`src/rtl/rsc_pkg.sv`:
```
package rsc_pkg;
  // stretch length in 1 ms ticks: base shifted by the 2-bit code
  function automatic int unsigned tmo_ticks(input int unsigned base_ms,
                                            input logic [1:0] sel);
    return base_ms << sel;
  endfunction
endpackage

```
`src/rtl/rsc_sync.sv`:
```
module rsc_sync #(
  parameter int W = 1,
  parameter logic [W-1:0] INIT = '1
) (
  input  logic         clk,
  input  logic         rst_n,
  input  logic [W-1:0] d,
  output logic [W-1:0] q
);
  logic [W-1:0] s1, s2;

  always_ff @(posedge clk or negedge rst_n) begin
    if (!rst_n) begin
      s1 <= INIT;
      s2 <= INIT;
    end else begin
      s1 <= d;
      s2 <= s1;
    end
  end

  assign q = s2;
endmodule

```
`src/rtl/rsc_timer.sv`:
```
module rsc_timer #(
  parameter int TICK_DIV = 125000,
  parameter int CW       = 8
) (
  input  logic          clk,
  input  logic          rst_n,
  input  logic          load,
  input  logic [CW-1:0] load_val,
  output logic          busy,
  output logic          tick
);
  localparam int PW = (TICK_DIV > 1) ? $clog2(TICK_DIV) : 1;
  localparam logic [PW-1:0] PRE_LAST = PW'(TICK_DIV - 1);

  logic [PW-1:0] pre_q;
  logic [CW-1:0] cnt_q;

  assign busy = (cnt_q != '0);
  assign tick = busy && (pre_q == PRE_LAST);

  always_ff @(posedge clk or negedge rst_n) begin
    if (!rst_n) begin
      pre_q <= '0;
      cnt_q <= '0;
    end else if (load) begin
      pre_q <= '0;
      cnt_q <= load_val;
    end else if (busy) begin
      if (tick) begin
        pre_q <= '0;
        cnt_q <= cnt_q - 1'b1;
      end else begin
        pre_q <= pre_q + 1'b1;
      end
    end
  end
endmodule

```
`src/rtl/rst_stretch_ctrl.sv`:
```
module rst_stretch_ctrl #(
  parameter int TICK_DIV  = 125000,
  parameter int BASE_MS   = 25,
  parameter bit SENSE_RST = 1'b0
) (
  input  logic       clk,
  input  logic       rst_n,
  input  logic       supply_ok,
  input  logic       sense_hi,
  input  logic       sense_ov_sel,
  input  logic       mr_n,
  input  logic       wdog_expire,
  input  logic       pin_level,
  input  logic [1:0] tmo_sel,
  output logic       rst_drive_n,
  output logic       rst_drive,
  output logic       vlow_n
);
  import rsc_pkg::*;

  localparam int MAX_TICKS = BASE_MS << 3;
  localparam int CW        = $clog2(MAX_TICKS + 1);

  // named internal events
  logic       mr_s, pin_s, pin_d;
  logic       sense_under;
  logic       sense_hold;
  logic       pin_fall;
  logic       trig_hold;
  logic       trig_fire;
  logic       timer_load;
  logic       busy, tick;
  logic [CW-1:0] load_ticks;
  logic       vlow_cond;
  logic       vlow_q;

  logic [1:0] sync_q;
  rsc_sync #(.W(2), .INIT(2'b11)) u_sync (
    .clk(clk), .rst_n(rst_n), .d({mr_n, pin_level}), .q(sync_q)
  );
  assign mr_s  = sync_q[1];
  assign pin_s = sync_q[0];

  always_ff @(posedge clk or negedge rst_n) begin
    if (!rst_n) pin_d <= 1'b1;
    else        pin_d <= pin_s;
  end

  assign sense_under = !sense_hi;

  generate
    if (SENSE_RST) begin : g_sense_rst
      assign sense_hold = sense_under;
    end else begin : g_no_sense_rst
      assign sense_hold = 1'b0;
    end
  endgenerate

  // a fall caused by our own drive is ignored
  assign pin_fall   = pin_d && !pin_s && !busy;
  assign trig_hold  = !supply_ok || !mr_s || sense_hold;
  assign trig_fire  = wdog_expire || pin_fall;
  assign timer_load = trig_hold || trig_fire;
  assign load_ticks = CW'(tmo_ticks(BASE_MS, tmo_sel));

  rsc_timer #(.TICK_DIV(TICK_DIV), .CW(CW)) u_timer (
    .clk(clk), .rst_n(rst_n), .load(timer_load), .load_val(load_ticks),
    .busy(busy), .tick(tick)
  );

  assign vlow_cond = sense_ov_sel ? sense_hi : sense_under;

  always_ff @(posedge clk or negedge rst_n) begin
    if (!rst_n) vlow_q <= 1'b0;
    else        vlow_q <= vlow_cond;
  end

  assign rst_drive_n = !busy;
  assign rst_drive   = busy;
  assign vlow_n      = !vlow_q;
endmodule

```
`config.mk`:
```
export PLATFORM = sky130hd
export DESIGN_NAME = rst_stretch_ctrl
export DESIGN_NICKNAME = d
export VERILOG_FILES = /design/src/rtl/rsc_pkg.sv /design/src/rtl/rsc_sync.sv /design/src/rtl/rsc_timer.sv /design/src/rtl/rst_stretch_ctrl.sv
export SDC_FILE = /design/constraint.sdc
export NUM_CORES = 1
export LEC_CHECK = 0
export BUFFER_PORTS_ARGS = -buffer_cell sky130_fd_sc_hd__buf_2
export CAP_MARGIN = 20
export CORE_MARGIN = 2
export CORE_UTILIZATION = 40
export CTS_BUF_LIST = sky130_fd_sc_hd__clkbuf_8
export CTS_CLUSTER_DIAMETER = 120
export DETAILED_ROUTE_END_ITERATION = 12
export GPL_ROUTABILITY_DRIVEN = 0
export PLACE_DENSITY_LB_ADDON = 0.3
export SETUP_SLACK_MARGIN = 0.3
export SLEW_MARGIN = 10
export SYNTH_ARGS = -nofsm -noshare
export SYNTH_HDL_FRONTEND = slang
export SYNTH_SLANG_ARGS = --single-unit
```
`constraint.sdc`:
```
create_clock -name clk -period 2.41 [get_ports clk]
set_clock_uncertainty 0.05 [all_clocks]
set_input_delay 0.1205 -clock clk [delete_from_list [all_inputs] [get_ports clk]]
set_output_delay 0.1205 -clock clk [all_outputs]
set_load 0.03 [all_outputs]
```
==> flow_summary.toml, run 1 <==
[clocking]
cts_tree = "done"
cts_max_level = 2
clk_pin_slew_ps = 70
clk_latency_ps = 290
clockRootBuffer = "clkbuf_8"
cts_buffers = 5
clock_sinks = 31
cts_buffer_depth = 2

[worst_hold_path]
hold_path_depth = 2
min-delay-start = "tmo_sel[1]"
hp-class = "primary input to register"
whs_endpoint = "u_timer.cnt_q[4]"

[yosys]
syn_area_mm2 = 0.00184
synth_ff_type = "dfrtp_1"
synth_edf_count = 0
yosys_register_bits = 31
yosysUniqueCellTypes = 47
avgSynthCellArea_um2 = 9.44
ys_seq_area_share_pct = 42.5
syn_nets = 212
async_flop_share_pct = 100
yosys_warnings = 0
synth_cells = 195

[finish]
finish.instance_area_mm2 = 0.00241
fillers = 387
multi_input_area_mm2 = 0.00110
drive_gt1_share_pct = 33.6
area_growth_pct = 31.0
register_area_um2 = 783
nNetsFinal = 257
antenna_cells = 0
post-route-util_pct = 55.1

[floorplan]
ioPinCount = 13
start_util_pct = 42.0
rows = 24
die_h_um = 71.9
die-area_mm2 = 0.00516
core_mm2 = 0.00438
die_w_um = 71.9

[critical_path]
path_max_fanout = 11
cp_num_buf_inv = 2
rrSetupSlack_ps = 240
cp.required_ps = 2540
worstSetupPathType = "register to register"
crit-reg2reg-launch = "u_timer.cnt_q[2]"
crit_slowest_cell = "or4_1"
slowest_delay_ps = 510
worstPathCellList = "or4_1 -> buf_4 -> o41ai_4 -> buf_4 -> o21bai_1 -> nor3b_2"
path_delay_family = "simple AND/OR/NAND/NOR gates"
rr_endpoint = "u_timer.pre_q[6]"
cp.arrival_ps = 2300
cpMostUsedCell = "buf_4"
end_kind = "register"
crit_path_start_kind = "register"
rr_worst_depth = 6

[timing]
rsz0062_at_grt = "true"
setup_tns_ps = 0
fin_crit_sh_pct = 90.1
worstMarginPinSlew_ps = 698
setup_violations = 0
hold_viol = 0
slew_headroom_pct = 53.5
min_period_ps = 2170
fmax_ghz = 0.460
final_max_slew_viol_count = 0

[drt]
drt_first_iter_violations = 134
via_count = 1694
dr.pass1.iters = 4
wirelength_um = 4750
wl_per_cell_um = 16.2
remaining_drc_errors = 0
antenna_left = 0
viasPerCell = 5.78

[pwr]
power.density_mw_per_mm2 = 460
power_leakage_nw = 0.932
ir_drop_mv = 0.339

[placed_design]
dp.final_hpwl_um = 3090
placed_cell_area_mm2 = 0.00206
port_buffers = 12

[grt]
grt_pass1_wl_um = 7830
antenna_found_initial = 0
grt_pass1_vias = 1683
grt_overflow_total = 0
grt_max_degree = 32
grt_usage_pct = 19.5

[run]
max_cap_viol_count = 0

[run_status]
status = "finished, final reports clean"
==> cells in the mapped netlist (2+ instances only) <==
| cell type | instances | share of area [%] |
|---|---|---|
| a211oi_1 | 3 | 1.2 |
| a21oi_1 | 13 | 3.5 |
| a31oi_1 | 5 | 1.7 |
| and2_1 | 3 | 1.0 |
| and3_1 | 3 | 1.0 |
| and4_1 | 3 | 1.4 |
| buf_2 | 3 | 0.81 |
| clkbuf_1 | 5 | 1.0 |
| dfrtp_1 | 26 | 35 |
| dfstp_2 | 5 | 7.1 |
| ha_1 | 7 | 4.8 |
| inv_1 | 11 | 2.2 |
| nand2_1 | 12 | 2.4 |
| nand3_1 | 7 | 1.9 |
| nand4_1 | 7 | 2.4 |
| nor2_1 | 9 | 1.8 |
| nor3_1 | 3 | 0.81 |
| nor3b_1 | 3 | 1.2 |
| nor4_1 | 5 | 1.7 |
| nor4bb_1 | 2 | 1.1 |
| o211ai_1 | 2 | 0.81 |
| o21ai_0 | 12 | 3.3 |
| o31ai_1 | 4 | 1.6 |
| or3_1 | 10 | 3.4 |
| or3b_2 | 2 | 0.95 |
| or4_1 | 7 | 2.9 |
| or4bb_1 | 2 | 1.2 |
| xnor2_1 | 2 | 0.95 |
==> where the power goes <==
part           switching, mW  internal (mW)  total, mW
Sequential            0.0181          0.543      0.561
Combinational         0.0890         0.0686      0.158
Clock                  0.199          0.194      0.393
Total                  0.306          0.805       1.11
==> cell usage in the layout, fill, tap and decap left out, types with 6 or more instances in the layout <==
master,instances
a21oi_1,10
buf_2,11
buf_4,27
dfrtp_1,25
ha_1,6
inv_1,10
nand2_1,11
nand3_1,6
nand4_1,7
nor2_1,7
o21ai_0,10
or3_1,10
or4_1,6
==> per-stage QoR <==
step           cells  setup slack (ps)  hold slack (ps)  power (mW)
2_1_floorplan    195               197             -225       0.647
3_3_place_gp     262               196              161       0.693
3_5_place_dp     262               171              164       0.695
4_1_cts          286               289             33.6        1.10
5_1_grt          293               208             52.3        1.15
6_report         293               238             39.5        1.11
==> cells by family (layout without fill, tap and decap cells) <==
kind of cell / count (synthesis) / in the layout / share of synthesized area, %
AOI/OAI and AO/OA: 51 / 51 / 19.2
xor gates and xnor gates: 2 / 2 / 0.951
and+or+nand+nor: 85 / 85 / 28.6
DFF: 31 / 31 / 42.5
buffers and inverters: 19 / 65 / 4.08
adders and majority gates: 7 / 7 / 4.76
==> worst reg2reg max path, delay by kind of cell (launching register included) <==
| kind | cells | cell delay [ps] |
|---|---|---|
| buf+inv | 2 | 420 |
| compound gates | 2 | 480 |
| simple gates | 2 | 670 |
| flops | 1 | 450 |
==> cell type report <==
| type | count | area share [%] |
|---|---|---|
| Sequential cell | 31 | 32.5 |
| Clock inverter | 3 | 0.518 |
| Timing Repair Buffer | 46 | 14.2 |
| Clock buffer | 5 | 2.85 |
| Tap cell | 52 | 2.70 |
| Inverter | 11 | 1.87 |
| Multi-Input combinational cell | 145 | 45.5 |
==> how the worst max path moves through the flow <==
stage | startpoint | end | slack, ps | cells past startpoint
floorplan | u_timer.pre_q[4] | u_timer.cnt_q[2] | 200 | 5
global placement | u_timer.pre_q[4] | u_timer.cnt_q[2] | 200 | 4
detailed placement | u_timer.pre_q[4] | u_timer.cnt_q[2] | 170 | 4
CTS | u_timer.pre_q[10] | u_timer.cnt_q[2] | 290 | 4
global route | u_timer.cnt_q[2] | u_timer.pre_q[6] | 210 | 6
finish | u_timer.cnt_q[2] | u_timer.pre_q[6] | 240 | 6
==> registers in the layout (all words and copies together) (netlist names) <==
| name | cells |
|---|---|
| u_sync.q | 2 |
| u_timer.cnt_q | 8 |
| vlow_q | 1 |
| pin_d | 1 |
| u_timer.pre_q | 17 |
| u_sync.s1 | 2 |
==> layer usage <==
metal	wire length, um	share of wire (%)	global-route usage (%)
met1	2250	47	26.8
met2	2200	46	30.2
met5	0	0	0
met3	204	4.3	3.23
met4	102	2.1	8.60
==> timing repair <==
action                                  in CTS  in global routing
endpoints found under the setup margin      19                 25
gates resized for setup                      5                 20
gates cloned                                 0                  1
hold endpoints to repair                    29                  0
hold buffers                                 5                  0
pin swaps                                    4                  7
setup buffers                               11                  6
No activity file was read; power rests on OpenSTA's default activity.
==> run 2: changes to the inputs <==
- SYNTH_HIERARCHICAL: unset -> 1
- clock period: 2.41 -> 2.3 ns (I/O delays scaled with it)
==> run 2 against run 1 <==
Synthesized area is 6.1% lower. Cell count is 4.4% lower. Critical path type unchanged. Die area is 5.8% lower. Sequential share of layout area is 0.39 points higher. Highest routed layer unchanged. Largest cell class unchanged.
==> flow_summary.toml, run 2 <==
[run_status]
status = "finished, final reports clean"

[drt]
wirelength_um = 4790
wl_per_cell_um = 17.1
remaining_drc_errors = 0
drt_first_iter_violations = 116
antenna_left = 0
via_count = 1646
viasPerCell = 5.88
dr.pass1.iters = 4

[pwr]
power_leakage_nw = 0.984
power.density_mw_per_mm2 = 549
ir_drop_mv = 0.299
totalPowerFinal_mw = 1.31

[clocking]
clockRootBuffer = "clkbuf_8"
cts_max_level = 2
cts_buffers = 5
clk_pin_slew_ps = 70
clock_sinks = 31
clk_latency_ps = 290
cts_tree = "done"
cts_buffer_depth = 2

[finish]
layout_common_cells = "dfrtp_1, buf_4, buf_2, nand2_1"
fillers = 346
nNetsFinal = 245
multi_input_area_um2 = 997
largest_reg_flops = 17
area_growth_pct = 37.7
drive_gt1_share_pct = 38.7
register_area_um2 = 782
final_common_cell = "dfrtp_1"
finish.instance_area_mm2 = 0.00238
regMostFlops = "u_timer/pre_q"
top_regs = "u_timer/pre_q x17, u_timer/cnt_q x8"
antenna_cells = 0

[timing]
setup_ws_ps = 27.1
slew_headroom_pct = 45.1
worstMarginPinSlew_ps = 803
hold_viol = 0
setup_violations = 0
setup_tns_ps = 0
whs_ps = 71.9
rsz0062_at_grt = "true"
fin_crit_sh_pct = 98.8
fmax_ghz = 0.440
final_max_slew_viol_count = 0
min_period_ps = 2270

[yosys]
synth_cells = 183
avgSynthCellArea_um2 = 9.45
yosys_warnings = 6
syn_nets = 199
syn_area_mm2 = 0.00173

[placed_design]
placed_cell_area_mm2 = 0.00198
pre_cts_slack_ps = -72.3
dp.final_hpwl_um = 2910
port_buffers = 12

[critical_path]
worstPathCellList = "inv_2 -> ha_4 -> or3b_4 -> nor2_4 -> inv_4 -> nor2_2 -> a211o_1 -> nor3_4 -> or4_1 -> a21oi_2"
worstSetupPathType = "register to register"
slowest_delay_ps = 510
path_delay_family = "simple AND/OR/NAND/NOR gates"
cp_num_buf_inv = 2
cp.arrival_ps = 2440
crit_slowest_cell = "or4_1"
crit_path_start_kind = "register"
cp.required_ps = 2470
end_kind = "register"
path_max_fanout = 7

[floorplan]
core_mm2 = 0.00409
die-area_mm2 = 0.00487
rows = 23
start_util_pct = 42.3
die_w_um = 69.8
ioPinCount = 13
die_h_um = 69.8

[grt]
grt_overflow_total = 0
grt_pass1_wl_um = 7830
grt_max_degree = 32
grt_usage_pct = 20.5
grt_pass1_vias = 1725
antenna_found_initial = 0

[worst_hold_path]
hp-class = "primary input to register"

[run]
max_cap_viol_count = 0
## run 2: power breakdown
group	switching (mW)	leakage (nW)	internal, mW	total [mW]
combinational	0.0970	0.527	0.0795	0.176
clock	0.227	0.0581	0.322	0.550
sequential	0.0134	0.398	0.568	0.581
total	0.338	0.984	0.970	1.31
## run 2: area by class of cell
| cell class | instances | area share [%] |
|---|---|---|
| clock inverter | 3 | 1.84 |
| sequential | 31 | 32.8 |
| clock buffer | 5 | 2.89 |
| inverter | 13 | 2.36 |
| tap | 50 | 2.63 |
| timing repair buffer | 47 | 15.6 |
| multi-input combinational | 131 | 41.9 |
## run 2: path summary, 6_finish.rpt
path	start	end	slack [ps]	depth (start not counted)
hold / removal	tmo_sel[1]	u_timer/cnt_q[6]	70	3
setup / recovery	u_timer/cnt_q[0]	u_timer/pre_q[12]	30	10
min in group asynchronous	rst_n	u_timer/pre_q[8]	350	2
max in group asynchronous	rst_n	u_timer/pre_q[0]	1380	2
setup reg to reg	u_timer/cnt_q[0]	u_timer/pre_q[12]	30	10
hold reg to reg	u_sync/s1[0]	u_sync/q[0]	310	0
## run 2: per-layer routing
layer | wire length (um) | track usage (%) | vias to the layer above
li1 | - | - | 769
met1 | 2030 | 24.0 | 824
met2 | 2440 | 36.4 | 43
met3 | 236 | 3.78 | 10
met4 | 85 | 9.19 | 0
met5 | 0 | 0 | -
## run 2: worst min-delay path, delay by kind of cell
family,cells,cell delay [ps]
compound gates,1,50
buf+inv,1,120
simple gates,1,80
## run 2: stage by stage
stage | util (%) | instances
after CTS | 57.7 | 280
after floorplan | - | 183
after global placement | 48.5 | 255
after detailed placement | 48.5 | 255
after global routing | 58.3 | 280
final | 58.3 | 280
## run 2: timing repair
action / CTS / global route
setup buffers: 11 / 0
hold endpoints to repair: 29 / 0
pin swaps: 14 / 1
hold buffers: 5 / 0
setup endpoints to repair: 24 / 27
resized for setup: 34 / 8
gates cloned: 1 / 0
==> run 3: changes to the inputs <==
- CELL_PAD_IN_SITES_DETAIL_PLACEMENT: unset -> 1
- CELL_PAD_IN_SITES_GLOBAL_PLACEMENT: unset -> 2
- CORE_MARGIN: 2 -> 1
- CORE_UTILIZATION: 40 -> 39
- SYNTH_HIERARCHICAL: 1 -> unset
==> run 3 against run 2 <==
The flow now finishes with violations (design-rule violations). Power is 5.7% lower. Die area is 2.8% higher. Count of clock-buffer cells in the layout is 1 higher. Sequential share of layout area is 3.2 points lower. Critical endpoint is now u_timer.cnt_q[2].
==> flow_summary.toml, run 3 (synthesis results as in run 1) <==
[pwr]
ir_drop_mv = 0.340
power_leakage_nw = 1.02
power.density_mw_per_mm2 = 467

[finish]
drive_gt1_share_pct = 45.6
regMostFlops = "u_timer.pre_q"
antenna_cells = 0
final_common_cell = "buf_4"
largest_reg_flops = 17
top_regs = "u_timer.pre_q x17, u_timer.cnt_q x8"
finish.instance_area_mm2 = 0.00264
nNetsFinal = 266
layout_common_cells = "buf_4, dfrtp_1, nand2_1, buf_2, buf_6"
area_growth_pct = 43.3

[grt]
grt.busiest_layer = "met2"
grt_pass1_wl_um = 9690
antenna_found_initial = 0
gr-usage-met1_pct = 33.8
grt_pass1_vias = 1928
grt_usage_pct = 25.5
grt_max_degree = 32
grt_use_met2_pct = 40.2
gr-usage-met3_pct = 5.13
grt_overflow_total = 0

[drt]
dr.pass1.iters = 8
via_count = 1948
remaining_drc_errors = 2
wirelength_um = 7080
antenna_left = 0
viasPerCell = 6.45
wl_per_cell_um = 23.4
drt_first_iter_violations = 92

[floorplan]
core_mm2 = 0.00444
ioPinCount = 13
start_util_pct = 41.4
rows = 24
die_w_um = 70.7
die_h_um = 70.7
die-area_mm2 = 0.00500

[critical_path]
rr_worst_depth = 5
path_max_fanout = 4
cp.arrival_ps = 2370
crit-reg2reg-launch = "u_timer.pre_q[10]"
crit_path_start_kind = "register"
rrSetupSlack_ps = 40
cp.required_ps = 2420
rr_endpoint = "u_timer.cnt_q[2]"
worstSetupPathType = "register to register"
end_kind = "register"

[timing]
setup_ws_ps = 44.1
slew_headroom_pct = 52.7
final_max_slew_viol_count = 0
rsz0062_at_grt = "true"
fin_crit_sh_pct = 98.1
hold_viol = 0
setup_violations = 0
min_period_ps = 2260
worstMarginPinSlew_ps = 710
setup_tns_ps = 0
fmax_ghz = 0.443

[worst_hold_path]
whs_endpoint = "u_timer.cnt_q[4]"
hold_path_depth = 2
hp-class = "primary input to register"
min-delay-start = "tmo_sel[1]"

[run_status]
violations = "design-rule violations"
status = "finished with violations"

[clocking]
clk_pin_slew_ps = 70
clock_sinks = 31
cts_max_level = 2
cts_buffers = 5
cts_tree = "done"
clk_latency_ps = 290
clockRootBuffer = "clkbuf_8"
cts_buffer_depth = 2

[run]
max_cap_viol_count = 0

[placed_design]
dp.final_hpwl_um = 3840
placed_cell_area_mm2 = 0.00212
port_buffers = 12
pre_cts_slack_ps = 47.3
==> run 3: changes by cell type in the layout (fill, tap and decap cells not counted), sizes merged, moves of 3 or more <==
| cell | before | now |
|---|---|---|
| a211oi | 0 | 3 |
| xor2 | 6 | 0 |
| o21ai | 8 | 13 |
| a21oi | 10 | 13 |
| buf | 42 | 50 |
| nor2 | 16 | 9 |
| nand4 | 3 | 7 |
| or3 | 6 | 10 |
==> run 3: final cells by class <==
type,count,area [um2]
clock buffer,6,82.6
clock inverter,2,8.76
fill,496,1810
inverter,11,45.0
multi-input combinational,145,1220
sequential,31,782
tap,52,65.1
timing repair buffer,55,438
==> run 3: power breakdown <==
group          leakage [nW]  switching (mW)  internal [mW]  total (mW)
Combinational         0.569           0.111         0.0794       0.191
Clock                0.0524           0.218          0.237       0.455
Sequential            0.399          0.0189          0.568       0.587
==> run 3: how the worst max path moves through the flow <==
stage	from	endpoint	slack, ps	cells after the start
after CTS	u_timer.pre_q[10]	u_timer.cnt_q[2]	190	4
after detailed placement	u_timer.pre_q[7]	u_timer.cnt_q[4]	50	5
after floorplan	u_timer.pre_q[4]	u_timer.cnt_q[2]	90	5
final	u_timer.pre_q[10]	u_timer.cnt_q[2]	40	5
after global routing	u_timer.pre_q[10]	u_timer.cnt_q[2]	-20	5
after global placement	u_timer.pre_q[12]	u_timer.cnt_q[2]	110	4
==> run 3: metrics by stage <==
| step | hold WS (ps) | total power [mW] | cells | utilization (%) |
|---|---|---|---|---|
| finish | 74.0 | 1.23 | 302 | 59.4 |
| global route | 64.0 | 1.28 | 302 | 59.4 |
| CTS | 40.8 | 1.20 | 294 | 54.7 |
| detailed placement | 155 | 0.744 | 268 | 47.6 |
| global placement | 147 | 0.735 | 268 | 47.6 |
| floorplan | -231 | 0.681 | 195 | - |
==> run 3: timing repair <==
action	4_1_cts	5_1_grt
endpoints found under the hold margin	29	0
buffers inserted	13	6
hold buffers	5	0
gates cloned	0	2
gates resized for setup	18	42
setup endpoints to repair	27	27
pin swaps	5	23
==> run 3: worst max-delay path: stages (launching register included) <==
cell and delay [ps]:
dfrtp_1 410, or4b_4 560, or4_4 580, buf_4 170, o21ai_0 250, a31oi_1 120
==> run 3: layer usage <==
| metal | vias up | wire length (um) |
|---|---|---|
| li1 | 853 | - |
| met3 | 23 | 358 |
| met2 | 72 | 3510 |
| met4 | 0 | 193 |
| met5 | - | 0 |
| met1 | 1000 | 3020 |
